### src/rtl/secmap_pkg.sv
package secmap_pkg;
  localparam int ADDR_W    = 32;
  localparam int MSB_SHIFT = 24;
  localparam int GRAN_BASE = 6;

  typedef struct packed {
    logic [7:0] baseMsb;
    logic [2:0] sizeCode;
    logic [1:0] ilCode;
    logic [1:0] mask;
    logic [7:0] ctrlMsb;
  } secDesc_t;

  typedef struct packed {
    logic loadRsp;
    logic clearRsp;
  } ctrlStrobe_t;

  function automatic secDesc_t decodeDesc(input logic [31:0] w);
    secDesc_t d;
    d.baseMsb  = w[31:24];
    d.sizeCode = w[22:20];
    d.ilCode   = w[19:18];
    d.mask     = w[9:8];
    d.ctrlMsb  = w[7:0];
    return d;
  endfunction
endpackage

### src/rtl/secmap_ctrl.sv
module secmap_ctrl
  import secmap_pkg::*;
(
  input  logic        clk,
  input  logic        rstN,
  input  logic        reqValid,
  input  logic        rspReady,
  output logic        reqReady,
  output logic        rspValid,
  output ctrlStrobe_t strobes
);
  logic accept;

  assign reqReady = !rspValid || rspReady;
  assign accept   = reqValid && reqReady;

  always_comb begin
    strobes.loadRsp  = accept;
    strobes.clearRsp = rspReady && !accept;
  end

  always_ff @(posedge clk or negedge rstN) begin
    if (!rstN) begin
      rspValid <= 1'b0;
    end else if (strobes.loadRsp) begin
      rspValid <= 1'b1;
    end else if (strobes.clearRsp) begin
      rspValid <= 1'b0;
    end
  end
endmodule

### src/rtl/secmap_dp.sv
module secmap_dp
  import secmap_pkg::*;
#(
  parameter int NUM_SEC = 4,
  localparam int IDX_W  = $clog2(NUM_SEC)
) (
  input  logic              clk,
  input  logic              rstN,
  input  logic              cfgWe,
  input  logic [IDX_W-1:0]  cfgIdx,
  input  logic [31:0]       cfgData,
  input  logic [ADDR_W-1:0] reqAddr,
  input  ctrlStrobe_t       strobes,
  output logic [1:0]        rspSel,
  output logic [ADDR_W-1:0] rspLocalAddr,
  output logic              rspNoMatch
);
  logic [31:0]       descWord [NUM_SEC];
  secDesc_t          desc     [NUM_SEC];
  logic [ADDR_W-1:0] offset   [NUM_SEC];
  logic [NUM_SEC-1:0] hit;

  always_ff @(posedge clk or negedge rstN) begin
    if (!rstN) begin
      for (int i = 0; i < NUM_SEC; i++) descWord[i] <= '0;
    end else if (cfgWe) begin
      descWord[cfgIdx] <= cfgData;
    end
  end

  for (genvar g = 0; g < NUM_SEC; g++) begin : gSec
    logic [ADDR_W:0] diff;
    logic [ADDR_W:0] spanBytes;
    logic [5:0]      spanShift;
    assign desc[g]    = decodeDesc(descWord[g]);
    assign spanShift  = 6'(MSB_SHIFT) + {3'b0, desc[g].sizeCode};
    assign spanBytes  = (ADDR_W+1)'(1) << spanShift;
    assign diff       = {1'b0, reqAddr} - {1'b0, desc[g].baseMsb, {MSB_SHIFT{1'b0}}};
    assign offset[g]  = diff[ADDR_W-1:0];
    assign hit[g]     = !diff[ADDR_W] && (diff < spanBytes) && (desc[g].mask != 2'b00);
  end

  logic [IDX_W-1:0]  winIdx;
  logic              anyHit;
  secDesc_t          winDesc;
  logic [ADDR_W-1:0] winOff;
  logic [4:0]        granPos;
  logic [ADDR_W-1:0] lowMask;
  logic [ADDR_W-1:0] compact;
  logic [1:0]        nextSel;
  logic [ADDR_W-1:0] nextLocal;

  always_comb begin
    winIdx = '0;
    anyHit = 1'b0;
    for (int i = NUM_SEC - 1; i >= 0; i--) begin
      if (hit[i]) begin
        winIdx = IDX_W'(i);
        anyHit = 1'b1;
      end
    end
  end

  always_comb begin
    winDesc = desc[winIdx];
    winOff  = offset[winIdx];
    granPos = 5'(GRAN_BASE) + {3'b0, winDesc.ilCode};
    lowMask = (ADDR_W'(1) << granPos) - ADDR_W'(1);
    if (winDesc.mask == 2'b11 && winDesc.ilCode != 2'b00) begin
      nextSel = reqAddr[granPos] ? 2'b10 : 2'b01;
      compact = ((winOff >> (granPos + 5'd1)) << granPos) | (winOff & lowMask);
    end else begin
      nextSel = (winDesc.mask == 2'b10) ? 2'b10 : 2'b01;
      compact = winOff;
    end
    nextLocal = compact + {winDesc.ctrlMsb, {MSB_SHIFT{1'b0}}};
    if (!anyHit) begin
      nextSel   = 2'b00;
      nextLocal = '0;
    end
  end

  always_ff @(posedge clk or negedge rstN) begin
    if (!rstN) begin
      rspSel       <= '0;
      rspLocalAddr <= '0;
      rspNoMatch   <= 1'b0;
    end else if (strobes.loadRsp) begin
      rspSel       <= nextSel;
      rspLocalAddr <= nextLocal;
      rspNoMatch   <= !anyHit;
    end
  end
endmodule

### src/rtl/secmap_top.sv
module secmap_top
  import secmap_pkg::*;
#(
  parameter int NUM_SEC = 4
) (
  input  logic        clk,
  input  logic        rstN,
  input  logic        cfgWe,
  input  logic [1:0]  cfgIdx,
  input  logic [31:0] cfgData,
  input  logic        reqValid,
  output logic        reqReady,
  input  logic [31:0] reqAddr,
  output logic        rspValid,
  input  logic        rspReady,
  output logic [1:0]  rspSel,
  output logic [31:0] rspLocalAddr,
  output logic        rspNoMatch
);
  ctrlStrobe_t strobes;

  secmap_ctrl uCtrl (
    .clk      (clk),
    .rstN     (rstN),
    .reqValid (reqValid),
    .rspReady (rspReady),
    .reqReady (reqReady),
    .rspValid (rspValid),
    .strobes  (strobes)
  );

  secmap_dp #(.NUM_SEC(NUM_SEC)) uDp (
    .clk          (clk),
    .rstN         (rstN),
    .cfgWe        (cfgWe),
    .cfgIdx       (cfgIdx),
    .cfgData      (cfgData),
    .reqAddr      (reqAddr),
    .strobes      (strobes),
    .rspSel       (rspSel),
    .rspLocalAddr (rspLocalAddr),
    .rspNoMatch   (rspNoMatch)
  );
endmodule

### config.mk
export PLATFORM = sky130hd
export DESIGN_NAME = secmap_top
export DESIGN_NICKNAME = d
export VERILOG_FILES = /design/src/rtl/secmap_pkg.sv /design/src/rtl/secmap_ctrl.sv /design/src/rtl/secmap_dp.sv /design/src/rtl/secmap_top.sv
export SDC_FILE = /design/constraint.sdc
export NUM_CORES = 1
export LEC_CHECK = 0
export BUFFER_PORTS_ARGS = -buffer_cell sky130_fd_sc_hd__buf_2
export CAP_MARGIN = 0
export CELL_PAD_IN_SITES_DETAIL_PLACEMENT = 0
export CELL_PAD_IN_SITES_GLOBAL_PLACEMENT = 1
export CORE_MARGIN = 5
export CORE_UTILIZATION = 30
export CTS_CLUSTER_SIZE = 40
export DETAILED_ROUTE_END_ITERATION = 12
export GPL_ROUTABILITY_DRIVEN = 0
export PLACE_DENSITY_LB_ADDON = 0.08
export SLEW_MARGIN = 25
export SYNTH_ARGS = -nofsm -noshare
export SYNTH_HDL_FRONTEND = slang
export SYNTH_HIERARCHICAL = 1
export SYNTH_SLANG_ARGS = --single-unit
### constraint.sdc
create_clock -name clk -period 7.4 [get_ports clk]
set_clock_uncertainty 0.05 [all_clocks]
set_input_delay 1.48 -clock clk [delete_from_list [all_inputs] [get_ports clk]]
set_output_delay 1.48 -clock clk [all_outputs]
set_load 0.05 [all_outputs]
==> run metrics <==
clock latency on the worst-skew pair=0.42 ns; die area=0.0318 mm²; launch point of the worst reg-to-reg path=uDp/desc[38]; Wirelength per Cell=17.6 µm; FMAX=0.139 GHz; Syn. warnings=6; Max transition margin=0.453; initial antenna violation count=0; endpoints failing hold=0; CP max-delay cell=or4_4; critical path startpoint category=input pin; clock buffer depth=2; Critical Path AT=7.50 ns; clock slew at reported path FFs=0.06 ns; crit path from=reqAddr[24]; largest net degree at the start of global routing=80; total congestion overflow=0; Syn Std Cell Area=0.00849 mm²; status=complete, no violations; most common cell after layout, fill and taps aside=buf_4; CTS hold repair buffers=0; clk sinks=128; actual slew at the worst max-slew pin=0.816 ns; Routed Antenna Nets=0; Die Y=178 µm; Reg2Reg Setup Slack=1.00 ns; MaxCap Viol Count=0; Crit Path Class=in -> reg; CTS tree=built; Avg Vias per Cell=4.82; vias=7096; DRT Wirelength=25.9 mm; Mapped Cells=849; Initial Util=0.305; post-detail-place hpwl=19.4 mm; commonest cells after routing, fill and taps aside=buf_4, dfrtp_1, buf_2; CTS Buf Count=17; Die X-Extent=178 µm; Final WS setup=0.180 ns; ANT cells=0; H-tree depth=4; TritonRoute pass-1 iters=5; layout cells sized above 1=0.396; WHS Endpoint=uDp/rspLocalAddr[18]; core box area=0.0279 mm²; Finish-stage setup viols=0; Ports=108; dpl cell area=0.0104 mm²; input/output buffers=98; Hold Crit Class=reg -> reg; GR Util All Layers=0.163; Final #Nets=1232; Leakage=5.37 nW; max incr delay on CP=0.55 ns; synthesized area per cell=10.0 µm²; Hold Crit Depth=1; Pins Over Slew Limit=0; CP Capture Type=flip-flop; CTS root buffer=clkbuf_16; row cnt=61; number of DRC markers in iteration 0=312; wire length of the first global-routing pass=39.9 mm; peak supply drop=0.000190 V; pre-CTS setup slack=-0.620 ns; hold_ws=0.430 ns; hold wc startpoint=uDp/rspLocalAddr[18]; Reg2Reg Capture Point=uDp/rspLocalAddr[31]; vias in the first global route=6934; min Tclk post-route=7.22 ns; pwr/cell area=496 mW/mm²; fin crit share=0.976; DRC=0; Final Instance Area=0.0114 mm²; required time worst endpoint=7.68 ns; CP Max Fanout=5; R2R cell count=30; Layout area overhead=33.9%
==> state kept, by name (all words and copies together), names as in the netlist <==
register	flops
uDp/rspNoMatch	1
uDp/rspSel	2
uCtrl/rspValid	1
uDp/rspLocalAddr	32
uDp/desc	92
==> where the power goes <==
part,internal [W],total [W],switching (W)
Clock,0.000556,0.000912,0.000356
Combinational,0.00177,0.00374,0.00197
Sequential,0.000873,0.000989,0.000116
Total,0.00320,0.00564,0.00244
==> repair_timing <==
item / 4_1_cts / 5_1_grt
gates resized for setup: 11 / 54
pin swaps: 6 / 38
endpoints found under the setup margin: 1 / 2
gates cloned: 0 / 1
buffers inserted: 2 / 13
==> per-stage QoR <==
stage               total power (W)  setup TNS, ns   util  std cells
floorplan                   0.00308              0      -        851
global placement            0.00444         -0.857  0.372       1425
detailed placement          0.00445         -0.920  0.372       1425
CTS                         0.00544              0  0.396       1459
global route                0.00608        -0.0411  0.408       1472
finish                      0.00564              0  0.408       1472
==> per-layer routing <==
metal  global-route usage  share of wire  vias up
li1                     -              -     3546
met1                0.213           0.45     3393
met2                0.283           0.49      136
met3               0.0271          0.045       21
met4               0.0416          0.013        0
met5                    0              0        -
==> layout make-up <==
type	count	area, µm²
sequential	128	3200
clock inverter	13	176
multi-input combinational	638	5240
inverter	52	198
fill	2823	16500
timing repair buffer	244	1620
tap	378	473
clock buffer	19	453
==> worst max-delay path by stage <==
stage	endpoint	slack (ns)	cells after the start
after global routing	uDp/rspLocalAddr[31]	-0.04	32
after detailed placement	uDp/rspLocalAddr[31]	-0.62	32
after global placement	uDp/rspLocalAddr[31]	-0.59	32
after floorplan	uDp/rspLocalAddr[31]	0.04	31
final	uDp/rspLocalAddr[31]	0.18	32
after CTS	uDp/rspLocalAddr[31]	0.005	32
==> critical path: cells and delay by family <==
family / cells / cell delay (ns)
AO/OA/AOI/OAI: 12 / 2.24
XOR/XNOR: 1 / 0.12
adder cells (fa/ha/maj): 5 / 1.20
buffers and inverters: 3 / 0.20
AND/OR/NAND/NOR: 11 / 2.24
Note: power is estimated with default switching activity, not from simulation.
